[config.mk]
export PLATFORM = sky130hd
export DESIGN_NAME = rle_bit_expander
export DESIGN_NICKNAME = d
export VERILOG_FILES = /design/src/rtl/rlx_pkg.sv /design/src/rtl/rlx_code_decode.sv /design/src/rtl/rlx_marker_hunt.sv /design/src/rtl/rlx_header_gen.sv /design/src/rtl/rlx_run_engine.sv /design/src/rtl/rle_bit_expander.sv
export SDC_FILE = /design/constraint.sdc
export NUM_CORES = 1
export LEC_CHECK = 0
export BUFFER_PORTS_ARGS = -buffer_cell sky130_fd_sc_hd__buf_2
export CORE_MARGIN = 2
export CORE_UTILIZATION = 51
export DETAILED_ROUTE_END_ITERATION = 7
export PLACE_DENSITY = 0.72
export SLEW_MARGIN = 10
export SYNTH_ARGS = -nofsm -noshare
export SYNTH_HDL_FRONTEND = slang
export SYNTH_SLANG_ARGS = --single-unit
[constraint.sdc]
create_clock -name clk -period 2 [get_ports clk]
set_input_delay 0.1 -clock clk [delete_from_list [all_inputs] [get_ports clk]]
set_output_delay 0.1 -clock clk [all_outputs]
set_load 0.01 [all_outputs]
[src/rtl/rlx_pkg.sv]
package rlx_pkg;
  localparam int CODE_W = 8;

  typedef enum logic [1:0] {
    ST_HUNT = 2'd0,
    ST_HDR  = 2'd1,
    ST_RUN  = 2'd2,
    ST_END  = 2'd3
  } rlx_state_e;

  // One decoded code: a repeated leading bit, then an optional single tail bit
  typedef struct packed {
    logic [CODE_W-1:0] lead_len;
    logic              lead_bit;
    logic              tail_en;
    logic              tail_bit;
  } rlx_run_t;
endpackage

[src/rtl/rlx_code_decode.sv]
module rlx_code_decode
  import rlx_pkg::*;
#(
  parameter int MAX_ONES = 226
) (
  input  logic [CODE_W-1:0] code,
  output rlx_run_t          run
);
  localparam int CODE_LONG  = MAX_ONES + 1;
  localparam int CODE_ZBASE = MAX_ONES + 2;
  localparam int CODE_TOP   = (1 << CODE_W) - 1;

  always_comb begin
    run = '0;
    if (code == '0) begin
      run = '0;
    end else if (code <= CODE_W'(MAX_ONES)) begin
      run.lead_len = code;
      run.lead_bit = 1'b1;
      run.tail_en  = 1'b1;
      run.tail_bit = 1'b0;
    end else if (code == CODE_W'(CODE_LONG)) begin
      run.lead_len = CODE_W'(MAX_ONES);
      run.lead_bit = 1'b1;
    end else if (code < CODE_W'(CODE_TOP)) begin
      run.lead_len = code - CODE_W'(CODE_ZBASE);
      run.lead_bit = 1'b0;
      run.tail_en  = 1'b1;
      run.tail_bit = 1'b1;
    end else begin
      run.tail_en  = 1'b1;
      run.tail_bit = 1'b1;
    end
  end
endmodule

[src/rtl/rlx_marker_hunt.sv]
module rlx_marker_hunt
  import rlx_pkg::*;
#(
  parameter logic [CODE_W-1:0] MARK_LEAD = 8'hFF,
  parameter logic [3:0]        MARK_TAG  = 4'h3
) (
  input  logic              clk,
  input  logic              rst_n,
  input  logic              take,
  input  logic [CODE_W-1:0] data,
  output logic              hit
);
  logic prev_lead_q;

  always_ff @(posedge clk) begin
    if (!rst_n)     prev_lead_q <= 1'b0;
    else if (take)  prev_lead_q <= (data == MARK_LEAD);
  end

  assign hit = prev_lead_q && (data[CODE_W-1:CODE_W-4] == MARK_TAG);
endmodule

[src/rtl/rlx_header_gen.sv]
module rlx_header_gen #(
  parameter int               HDR_W       = 16,
  parameter logic [HDR_W-1:0] HDR_PATTERN = 16'hFF20
) (
  input  logic clk,
  input  logic rst_n,
  input  logic step,
  output logic bit_o,
  output logic last_o
);
  localparam int IDX_W = (HDR_W > 1) ? $clog2(HDR_W) : 1;

  logic [HDR_W-1:0] hdr_rev;
  logic [IDX_W-1:0] idx_q;

  // Reverse once so the index counts upward from the first bit sent
  for (genvar g = 0; g < HDR_W; g++) begin : g_rev
    assign hdr_rev[g] = HDR_PATTERN[HDR_W-1-g];
  end

  assign last_o = (idx_q == IDX_W'(HDR_W-1));
  assign bit_o  = hdr_rev[idx_q];

  always_ff @(posedge clk) begin
    if (!rst_n)      idx_q <= '0;
    else if (step)   idx_q <= last_o ? '0 : idx_q + IDX_W'(1);
  end
endmodule

[src/rtl/rlx_run_engine.sv]
module rlx_run_engine
  import rlx_pkg::*;
(
  input  logic     clk,
  input  logic     rst_n,
  input  logic     load,
  input  rlx_run_t run,
  input  logic     step,
  output logic     busy,
  output logic     bit_o
);
  logic [CODE_W-1:0] lead_cnt_q;
  logic              lead_bit_q;
  logic              tail_pend_q;
  logic              tail_bit_q;
  logic              in_lead;

  assign in_lead = (lead_cnt_q != '0);
  assign busy    = in_lead || tail_pend_q;
  assign bit_o   = in_lead ? lead_bit_q : tail_bit_q;

  always_ff @(posedge clk) begin
    if (!rst_n) begin
      lead_cnt_q  <= '0;
      lead_bit_q  <= 1'b0;
      tail_pend_q <= 1'b0;
      tail_bit_q  <= 1'b0;
    end else if (load) begin
      lead_cnt_q  <= run.lead_len;
      lead_bit_q  <= run.lead_bit;
      tail_pend_q <= run.tail_en;
      tail_bit_q  <= run.tail_bit;
    end else if (step) begin
      if (in_lead) lead_cnt_q  <= lead_cnt_q - CODE_W'(1);
      else         tail_pend_q <= 1'b0;
    end
  end
endmodule

[src/rtl/rle_bit_expander.sv]
module rle_bit_expander
  import rlx_pkg::*;
#(
  parameter int                MAX_ONES    = 226,
  parameter int                HDR_W       = 16,
  parameter logic [HDR_W-1:0]  HDR_PATTERN = 16'hFF20,
  parameter logic [CODE_W-1:0] MARK_LEAD   = 8'hFF,
  parameter logic [3:0]        MARK_TAG    = 4'h3
) (
  input  logic              clk,
  input  logic              rst_n,
  input  logic [CODE_W-1:0] in_data,
  input  logic              in_valid,
  input  logic              in_last,
  output logic              in_ready,
  output logic              out_bit,
  output logic              out_valid,
  input  logic              out_ready,
  output logic              done
);
  rlx_state_e st_q, st_d;
  logic       last_q, last_d;
  logic       hit, hdr_bit, hdr_end, busy, run_bit;
  logic       in_fire, out_fire;
  rlx_run_t   run;

  assign in_ready  = (st_q == ST_HUNT) || ((st_q == ST_RUN) && !busy && !last_q);
  assign out_valid = (st_q == ST_HDR) || ((st_q == ST_RUN) && busy);
  assign out_bit   = (st_q == ST_HDR) ? hdr_bit : run_bit;
  assign done      = (st_q == ST_END);
  assign in_fire   = in_valid && in_ready;
  assign out_fire  = out_valid && out_ready;

  rlx_marker_hunt #(.MARK_LEAD(MARK_LEAD), .MARK_TAG(MARK_TAG)) u_hunt (
    .clk(clk), .rst_n(rst_n),
    .take(in_fire && (st_q == ST_HUNT)),
    .data(in_data), .hit(hit)
  );

  rlx_header_gen #(.HDR_W(HDR_W), .HDR_PATTERN(HDR_PATTERN)) u_hdr (
    .clk(clk), .rst_n(rst_n),
    .step(out_fire && (st_q == ST_HDR)),
    .bit_o(hdr_bit), .last_o(hdr_end)
  );

  rlx_code_decode #(.MAX_ONES(MAX_ONES)) u_dec (
    .code(in_data), .run(run)
  );

  rlx_run_engine u_eng (
    .clk(clk), .rst_n(rst_n),
    .load(in_fire && (st_q == ST_RUN)),
    .run(run),
    .step(out_fire && (st_q == ST_RUN)),
    .busy(busy), .bit_o(run_bit)
  );

  always_comb begin
    st_d   = st_q;
    last_d = last_q;
    case (st_q)
      ST_HUNT: begin
        if (in_fire) begin
          if (hit) begin
            st_d   = ST_HDR;
            last_d = in_last;
          end else if (in_last) begin
            st_d = ST_END;
          end
        end
      end
      ST_HDR: begin
        if (out_fire && hdr_end) st_d = last_q ? ST_END : ST_RUN;
      end
      ST_RUN: begin
        if (in_fire)              last_d = in_last;
        else if (!busy && last_q) st_d   = ST_END;
      end
      default: st_d = ST_END;
    endcase
  end

  always_ff @(posedge clk) begin
    if (!rst_n) begin
      st_q   <= ST_HUNT;
      last_q <= 1'b0;
    end else begin
      st_q   <= st_d;
      last_q <= last_d;
    end
  end
endmodule

==> reports/qor.yml, run 1 <==
finalSetupViolCount: 0
synth_compound_area_frac: 0.250
maxCapViolCount: 0
final_cells: 231
cp.arrival_ps: 2250
fillerInstances: 232
gr-usage-all-layers: 0.242
cts_max_level: 1
avgRoutedWirePerCell_um: 16.6
crit_type: "reg2reg"
synth_simple_gate_area_frac: 0.285
skew_ps: 7.75
clk_latency_ps: 310
cts_sinks: 20
place_inst: 223
tightest_slew_ps: 431
p_per_area_nw_per_um2: 1270
drt_wl_total_um: 3850
hpwlAfterDp_um: 2730
avgSynthCellArea_um2: 7.91
layout-drive-gt1-share: 0.274
period_share: 0.998
yosysUniqueCellTypes: 49
port_buffers: 16
synth_edf_count: 0
clockRootBuffer: "clkbuf_4"
critPathMaxFanout: 5
ir_worst_vdd_mv: 0.899
preCtsSetupSlack_ps: 0.418
synth-main-ff-cell: "dfxtp_1"
grt_max_degree: 15
cp-start-kind: "flop"
die_y_um: 56.0
outcome: "complete, no violations"
antenna_found_initial: 0
drt_iter0_drc: 64
fmax_mhz: 501
hp-class: "in2reg"
viasPerCell: 6.22
clk_pin_slew_worst_paths_ps: 130
die-area_um2: 3130
slew_headroom: 0.712
yosys.area_share.xor_xnor: 0.0382
synthArstFlopShare: 0
drcViolationCount: 0
period_minus_slack_ps: 2000
area_delta_synth_final_pct: 23.4
final_nets: 221
p_leak_nw: 0.678
cts_hold_buf: 0
drt_pre_antenna_iters: 4
synth_top_family_by_area: "simple AND/OR/NAND/NOR gates"
finalHoldViolCount: 0
fin_ws_ps: 3.86
fin_tns_setup_ps: 0
ios: 17
die_w_um: 56.0
start_util: 0.546
cts_buffers: 3
synthMuxAreaShare: 0.0309
num_antenna_cells: 0
cts_tree: "built"
end_kind: "flop"
synth_fa_ha_area_frac: 0.0545
synth_warnings: 0
grt_pass1_wl_um: 5950
ant_nets: 0
synth_cells: 174
grt_pass1_vias: 1319
gp_congestion: 0.835
ys_seq_elements: 20
final_core_util: 0.673
yosysSeqAreaShare: 0.291
synth_nets: 193
cp.required_ps: 2250
cts_buffer_depth: 2
grt-ovfl-total: 0
syn_area_um2: 1380
rows: 18
vias: 1436
coreArea_um2: 2520
rsz0062_at_grt: "true"
final_max_slew_viol_count: 0
==> path summary, 6_finish.rpt <==
kind | startpoint | slack [ps] | cells past startpoint | end
max | u_eng.lead_cnt_q[4] | 4 | 6 | u_eng.tail_pend_q
min | in_last | 70 | 3 | last_q
min reg2reg | u_eng.tail_bit_q | 470 | 2 | u_eng.tail_bit_q
max reg2reg | u_eng.lead_cnt_q[4] | 4 | 6 | u_eng.tail_pend_q
==> metal layers <==
metal,track usage,part of all wire
met1,0.297,0.44
met2,0.422,0.49
met3,0.0349,0.046
met4,0.102,0.018
met5,0,0
==> final cells by class <==
cell class	count	area [um^2]	area share
inverters	9	36.3	0.0214
flip-flops and latches	20	404	0.238
multi-input cells	136	966	0.569
well taps	30	37.5	0.0221
clock buffers	3	22.5	0.0133
repair buffers	32	201	0.119
clock inverters	1	30.0	0.0177
==> report_power, final <==
group          internal, mW  total, mW  leakage [nW]  switching, mW
logic                 0.631       1.26         0.486          0.630
registers             0.472      0.550         0.164         0.0787
clock network         0.203      0.341        0.0279          0.138
==> synthesized netlist by cell type, types with 4 or more instances <==
master | number | area share
a211oi_1 | 6 | 0.033
xnor2_1 | 4 | 0.025
nor3_1 | 4 | 0.015
nand3_1 | 8 | 0.029
nor4_1 | 4 | 0.018
ha_1 | 6 | 0.055
inv_1 | 9 | 0.025
o21ai_0 | 7 | 0.025
nor2_1 | 12 | 0.033
dfxtp_1 | 20 | 0.29
a21oi_1 | 15 | 0.055
clkbuf_1 | 7 | 0.019
nand2_1 | 13 | 0.035
o211ai_1 | 4 | 0.022
==> cell usage in the layout (no fill, tap or decap), types with 3 or more instances in the layout <==
cell type | Yosys | final
nor2b_1 | 3 | 3
xnor2_1 | 4 | 4
o21ai_0 | 7 | 7
inv_1 | 9 | 7
a211oi_1 | 6 | 6
nand2_1 | 13 | 13
buf_4 | 0 | 14
buf_2 | 1 | 17
nand4b_1 | 3 | 3
dfxtp_1 | 20 | 17
nor3_1 | 4 | 4
nor4_1 | 4 | 3
ha_1 | 6 | 5
clkbuf_4 | 0 | 3
nand3_1 | 8 | 7
dfxtp_2 | 0 | 3
nor2_1 | 12 | 12
o211ai_1 | 4 | 4
a21oi_1 | 15 | 15
or3_1 | 3 | 3
==> what timing repair did <==
action                                  4_1_cts  5_1_grt
endpoints found under the setup margin        3       14
resized for setup                             3       15
cloned                                        0        1
setup buffers                                 1        2
pin swaps                                     0        6
==> per-stage QoR <==
stage                     total power, mW  hold slack [ps]  area (um^2)
after floorplan                      1.15              248         1380
after global placement               1.52              406         1550
after detailed placement             1.55              406         1550
after CTS                            1.96             55.0         1620
after global routing                 2.29             72.3         1700
final                                2.15             69.1         1700
==> flip-flops by register name, indices dropped and copies added (netlist names) <==
name / cells
u_hunt.prev_lead_q: 1
u_eng.tail_bit_q: 1
u_eng.lead_cnt_q: 8
last_q: 1
u_eng.lead_bit_q: 1
u_eng.tail_pend_q: 1
u_hdr.idx_q: 4
hdr_bit: 1
st_q: 2
==> worst max-delay path: stages, from the launching register on <==
cell      delay, ps
dfxtp_1         380
or4_1           530
buf_4           190
nor4_4          310
buf_4           200
o211ai_1        140
a21oi_1         190
==> cell families (layout without fill, tap and decap cells) <==
family                   after synthesis  after routing
AND/OR/NAND/NOR                       69             69
AO/OA/AOI/OAI                         51             51
flip-flops                            20             20
buffers and inverters                 18             45
adder cells (fa/ha/maj)                6              6
XOR/XNOR                               6              6
multiplexers                           4              4
Power figures use the tool's default switching activity.
==> inputs of run 2 (changes only) <==
--- a/config.mk
+++ b/config.mk
@@ -9,7 +9,7 @@
 export CORE_MARGIN = 2
 export CORE_UTILIZATION = 51
 export DETAILED_ROUTE_END_ITERATION = 7
-export PLACE_DENSITY = 0.72
+export PLACE_DENSITY = 0.78
 export SLEW_MARGIN = 10
 export SYNTH_ARGS = -nofsm -noshare
 export SYNTH_HDL_FRONTEND = slang
==> run 2 against run 1 <==
  * Total power is 6.8% lower
  * Largest cell class unchanged
  * Largest power group unchanged
  * Critical path type is now reg2out
  * Critical endpoint is now in_ready
  * Critical path depth unchanged
  * Sequential power up 2%
  * Highest routed layer unchanged
  * Flip-flop and latch count unchanged
==> reports/qor.yml, run 2 (synthesis results as in run 1) <==
clkPwrFrac: 0.116  # was 0.158
drt_wl_total_um: 3910  # was 3850 um
final_cell_mix: "buf_2 (17), dfxtp_1 (17), a21oi_1 (14)"  # was buf_2 (17), dfxtp_1 (17), a21oi_1 (15)
tightest_slew_ps: 515  # was 431 ps
area_delta_synth_final_pct: 20.5  # was 23.4%
grt_pass1_wl_um: 6550  # was 5950 um
maxCapViolCount: 0  # unchanged
cts_tree: "built"  # unchanged
final_cells: 229  # was 231
fillerInstances: 226  # was 232
drt_iter0_drc: 70  # was 64
coreArea_um2: 2520  # unchanged
largest_reg_flops: 8  # unchanged
num_antenna_cells: 0  # unchanged
fin_tns_setup_ps: 0  # unchanged
skew_ps: 5.63  # was 7.75 ps
swShare: 0.413  # was 0.394
multi_input_area_um2: 962  # was 966 um^2
r2r_start: "u_eng.lead_cnt_q[1]"  # was u_eng.lead_cnt_q[4]
finalSetupViolCount: 0  # unchanged
port_buffers: 16  # unchanged
cts_sinks: 20  # unchanged
gp_congestion: 0.874  # was 0.835
placed_cell_area_um2: 1560  # was 1550 um^2
cp.arrival_ps: 1820  # was 2250 ps
die_y_um: 56.0  # unchanged
holdWs_ps: 95.6  # was 69.1 ps
postCtsSetupRepairBufs: 0  # was 1
top_register: "u_eng.lead_cnt_q"  # unchanged
clk_pin_slew_worst_paths_ps: 110  # was 130 ps
layout-drive-gt1-share: 0.266  # was 0.274
start_util: 0.546  # unchanged
p_seq_frac: 0.279  # was 0.256
fin_ws_ps: 82.5  # was 3.86 ps
fmax_mhz: 522  # was 501 MHz
total_power_mw: 2.01  # was 2.15 mW
antenna_found_initial: 0  # unchanged
power.internal_mw: 1.18  # was 1.31 mW
rr_endpoint: "u_eng.lead_cnt_q[4]"  # was u_eng.tail_pend_q
period_share: 0.959  # was 0.998
place_inst: 224  # was 223
ant_nets: 0  # unchanged
die-area_um2: 3130  # unchanged
ff2ff_setup_slack_ps: 90  # was 4 ps
clk_latency_ps: 300  # was 310 ps
preCtsSetupSlack_ps: 8.79  # was 0.418 ps
cp.required_ps: 1900  # was 2250 ps
viasPerCell: 6.55  # was 6.22
cp-start-kind: "flop"  # unchanged
grt_pass1_vias: 1474  # was 1,319
p_leak_nw: 0.659  # was 0.678 nW
finalHoldViolCount: 0  # unchanged
hold_end: "last_q"  # unchanged
drt_pre_antenna_iters: 5  # was 4
cts_buffers: 3  # unchanged
rsz0062_at_grt: "false"  # was true
vias: 1501  # was 1,436
drcViolationCount: 0  # unchanged
design_area_um2: 1660  # was 1700 um^2
reg_top3: "u_eng.lead_cnt_q x8, u_hdr.idx_q x4, st_q x2"  # unchanged
slew_headroom: 0.648  # was 0.712
outcome: "complete, no violations"  # unchanged
rows: 18  # unchanged
die_w_um: 56.0  # unchanged
final_core_util: 0.658  # was 0.673
gr-usage-all-layers: 0.262  # was 0.242
cts_buffer_depth: 2  # unchanged
hp-class: "in2reg"  # unchanged
hold_depth: 3  # unchanged
clockRootBuffer: "clkbuf_4"  # unchanged
regArea_um2: 404  # unchanged
cts_hold_buf: 0  # unchanged
avgRoutedWirePerCell_um: 17.1  # was 16.6 um
p_per_area_nw_per_um2: 1210  # was 1270 nW/um^2
critPathMaxFanout: 5  # unchanged
cts_max_level: 1  # unchanged
min_from: "in_last"  # unchanged
p_sw_uw: 829  # was 847 uW
r2r_cells: 8  # was 6
final_max_slew_viol_count: 0  # unchanged
end_kind: "output port"  # was flop
period_minus_slack_ps: 1920  # was 2000 ps
crit_type: "reg2out"  # was reg2reg
ir_worst_vdd_mv: 0.964  # was 0.899 mV
hpwlAfterDp_um: 2850  # was 2730 um
grt-ovfl-total: 0  # unchanged
final_nets: 219  # was 221
grt_max_degree: 15  # unchanged
pwr-share-comb: 0.605  # was 0.586
ios: 17  # unchanged
## run 2: changes by cell type in the layout (fill, tap and decap cells not counted), sizes merged
| cell | change |
|---|---|
| buf | -2 |
| bufinv | -1 |
| clkbuf | +1 |
## run 2: power by group through the flow
stage	Clock, mW	Combinational (mW)	Sequential (mW)
2_1_floorplan	0	0.621	0.533
3_3_place_gp	0	1.01	0.540
3_5_place_dp	0	1.05	0.547
4_1_cts	0.239	1.09	0.544
5_1_grt	0.261	1.30	0.567
6_report	0.233	1.21	0.559
## run 2: how the worst max path moves through the flow
stage | to | from | depth (start not counted)
floorplan | u_eng.tail_bit_q | u_eng.lead_cnt_q[2] | 6
global placement | u_eng.tail_bit_q | u_eng.lead_cnt_q[1] | 6
detailed placement | u_eng.tail_bit_q | u_eng.lead_cnt_q[1] | 6
CTS | in_ready | u_eng.lead_cnt_q[1] | 7
global route | in_ready | u_eng.lead_cnt_q[2] | 6
finish | in_ready | u_eng.lead_cnt_q[2] | 6
## run 2: critical path: stages (launching register included)
cell and delay, ps:
dfxtp_2 330, buf_4 150, nor4_2 320, nand2_1 130, or3_1 340, a21oi_2 110
buf_2 140
## run 2: area by class of cell
| cell class | instances | share of cell area |
|---|---|---|
| timing repair buffer | 30 | 0.110 |
| multi-input combinational | 136 | 0.580 |
| tap | 30 | 0.0226 |
| sequential | 20 | 0.244 |
| inverter | 9 | 0.0219 |
| clock buffer | 4 | 0.0219 |
## run 2: timing repair
item,CTS,global route
setup endpoints to repair,4,11
resized for setup,5,12
cloned,0,1
pin swaps,0,3
## run 2: metal layers
metal  routed length (um)  track usage  vias to the layer above  part of all wire
li1                     -            -                      711                 -
met1                 1600        0.321                      694              0.41
met2                 1900        0.447                       81              0.49
met3                  299       0.0419                       15             0.076
met4                  112        0.126                        0             0.029
met5                    0            0                        -                 0
==> inputs of run 3 (changes only) <==
--- a/config.mk
+++ b/config.mk
@@ -7,9 +7,9 @@
 export LEC_CHECK = 0
 export BUFFER_PORTS_ARGS = -buffer_cell sky130_fd_sc_hd__buf_2
 export CORE_MARGIN = 2
-export CORE_UTILIZATION = 51
+export CORE_UTILIZATION = 57
 export DETAILED_ROUTE_END_ITERATION = 7
-export PLACE_DENSITY = 0.78
+export PLACE_DENSITY = 0.83
 export SLEW_MARGIN = 10
 export SYNTH_ARGS = -nofsm -noshare
 export SYNTH_HDL_FRONTEND = slang
==> constraint.sdc (replaced) <==
create_clock -name clk -period 1.8 [get_ports clk]
set_input_delay 0.27 -clock clk [delete_from_list [all_inputs] [get_ports clk]]
set_output_delay 0.27 -clock clk [all_outputs]
set_load 0.01 [all_outputs]
==> run 3 against run 2 <==
  * Total power increased by 32%
  * Critical endpoint unchanged
  * Combinational power up 49%
  * First-iteration DRC count down 19%
  * Clock skew fell by 3.9 ps
  * The flow now finishes with violations (negative setup slack)
  * Die area is 9.8% lower
  * Register-to-register slack got worse by 200 ps
  * Non-clock buffer count grew 19
==> reports/qor.yml, run 3 (synthesis results as in run 1) <==
outcome: "finished with violations"  # was complete, no violations
violations: "negative setup slack"
cts_buffers: 3  # unchanged
largest_reg_flops: 8  # unchanged
period_minus_slack_ps: 2050
multi_input_area_um2: 1060  # was 962 um^2
skew_ps: 1.76  # was 5.63 ps
rows: 17  # was 18
final_max_slew_viol_count: 0  # unchanged
place_inst: 236  # was 224
clk_pin_slew_worst_paths_ps: 100  # was 110 ps
final_common_cell: "buf_4"
total_power_mw: 2.65  # was 2.01 mW
regArea_um2: 407  # was 404 um^2
placed_cell_area_um2: 1690  # was 1560 um^2
clockRootBuffer: "clkbuf_4"  # unchanged
critPathMaxFanout: 2  # was 5
gr-usage-all-layers: 0.328  # was 0.262
cts_sinks: 20  # unchanged
drt_pre_antenna_iters: 4  # was 5
finalHoldViolCount: 0  # unchanged
slew_headroom: 0.663  # was 0.648
cp-start-kind: "flop"  # unchanged
hpwlAfterDp_um: 2890  # was 2850 um
crit_type: "reg2out"  # unchanged
ios: 17  # unchanged
drcViolationCount: 0  # unchanged
ant_nets: 0  # unchanged
final_cells: 246  # was 229
port_buffers: 16  # unchanged
ff2ff_setup_slack_ps: -110  # was 90 ps
die_y_um: 53.1  # was 56.0 um
end_kind: "output port"  # unchanged
finalSetupViolCount: 14  # was 0
num_antenna_cells: 0  # unchanged
period_share: 1.14
area_delta_synth_final_pct: 38.6  # was 20.5%
cts_max_level: 1  # unchanged
layout-drive-gt1-share: 0.408  # was 0.266
hp-class: "in2reg"  # unchanged
avgRoutedWirePerCell_um: 17.7  # was 17.1 um
drt_wl_total_um: 4360  # was 3910 um
top_register: "u_eng.lead_cnt_q"  # unchanged
reg_top3: "u_eng.lead_cnt_q x8, u_hdr.idx_q x4, st_q x2"  # unchanged
final_cell_mix: "buf_4 (28), buf_2 (17), dfxtp_1 (15)"  # was buf_2 (17), dfxtp_1 (17), a21oi_1 (14)
rsz0062_at_grt: "true"  # was false
drt_iter0_drc: 57  # was 70
grt-ovfl-total: 0  # unchanged
fin_ws_ps: -247  # was 82.5 ps
die_w_um: 53.1  # was 56.0 um
maxCapViolCount: 0  # unchanged
fillerInstances: 121  # was 226
clk_latency_ps: 300  # about the same
vias: 1580  # was 1,501
tightest_slew_ps: 500  # was 515 ps
coreArea_um2: 2250  # was 2520 um^2
cts_tree: "built"  # unchanged
cp.arrival_ps: 1780  # was 1820 ps
start_util: 0.610  # was 0.546
design_area_um2: 1910  # was 1660 um^2
ir_worst_vdd_mv: 0.932  # was 0.964 mV
antenna_found_initial: 0  # unchanged
viasPerCell: 6.42  # was 6.55
die-area_um2: 2820  # was 3130 um^2
grt_pass1_wl_um: 6700  # was 6550 um
gp_congestion: 0.907  # was 0.874
cts_buffer_depth: 2  # unchanged
final_nets: 238  # was 219
grt_pass1_vias: 1490  # was 1,474
p_leak_nw: 0.770  # was 0.659 nW
cp.required_ps: 1530  # was 1900 ps
p_per_area_nw_per_um2: 1390  # was 1210 nW/um^2
grt_max_degree: 15  # unchanged
fmax_mhz: 488
==> run 3: worst max-delay path, stage by stage, from the launching register on <==
cell and delay (ps):
dfxtp_2 350, inv_2 80, ha_4 140, nor3b_4 210, nand2_2 100, or3_1 330
a21oi_1 120, buf_2 140
==> run 3: worst paths after layout <==
path | endpoint | from | depth (start not counted)
setup / recovery | in_ready | u_eng.lead_cnt_q[1] | 7
hold reg to reg | u_eng.lead_bit_q | u_eng.lead_bit_q | 2
setup reg to reg | u_eng.tail_bit_q | u_eng.lead_cnt_q[2] | 4
hold / removal | last_q | in_last | 3
==> run 3: final cells by class <==
| cell class | count | area share |
|---|---|---|
| Clock buffer | 4 | 0.0190 |
| Inverter | 9 | 0.0177 |
| Multi-Input combinational cell | 136 | 0.553 |
| Sequential cell | 20 | 0.213 |
| Tap cell | 28 | 0.0184 |
| Timing Repair Buffer | 49 | 0.178 |
==> run 3: power by group <==
group | internal [mW] | switching [mW]
clock network | 0.124 | 0.131
logic | 0.911 | 0.893
registers | 0.527 | 0.0646
total | 1.56 | 1.09
==> run 3: what timing repair did <==
| item | 4_1_cts | 5_1_grt |
|---|---|---|
| setup endpoints to repair | 15 | 16 |
| hold buffers | 0 | 0 |
| buffers inserted | 4 | 1 |
| pin swaps | 5 | 11 |
| cloned | 0 | 1 |
| resized for setup | 10 | 24 |
==> run 3: through the flow <==
stage | setup WS [ps] | util | hold slack [ps] | TNS, ps
floorplan | -106 | - | 418 | -548
global placement | -93.9 | 0.749 | 444 | -136
detailed placement | -154 | 0.749 | 446 | -345
CTS | -234 | 0.796 | 266 | -885
global route | -321 | 0.846 | 235 | -2200
finish | -247 | 0.846 | 240 | -1250
==> run 3: routing by layer <==
layer | vias up | routed length (um) | track usage
li1 | 747 | - | -
met5 | - | 0 | 0
met1 | 734 | 1790 | 0.403
met2 | 87 | 2140 | 0.571
met4 | 0 | 95 | 0.124
met3 | 12 | 327 | 0.0508
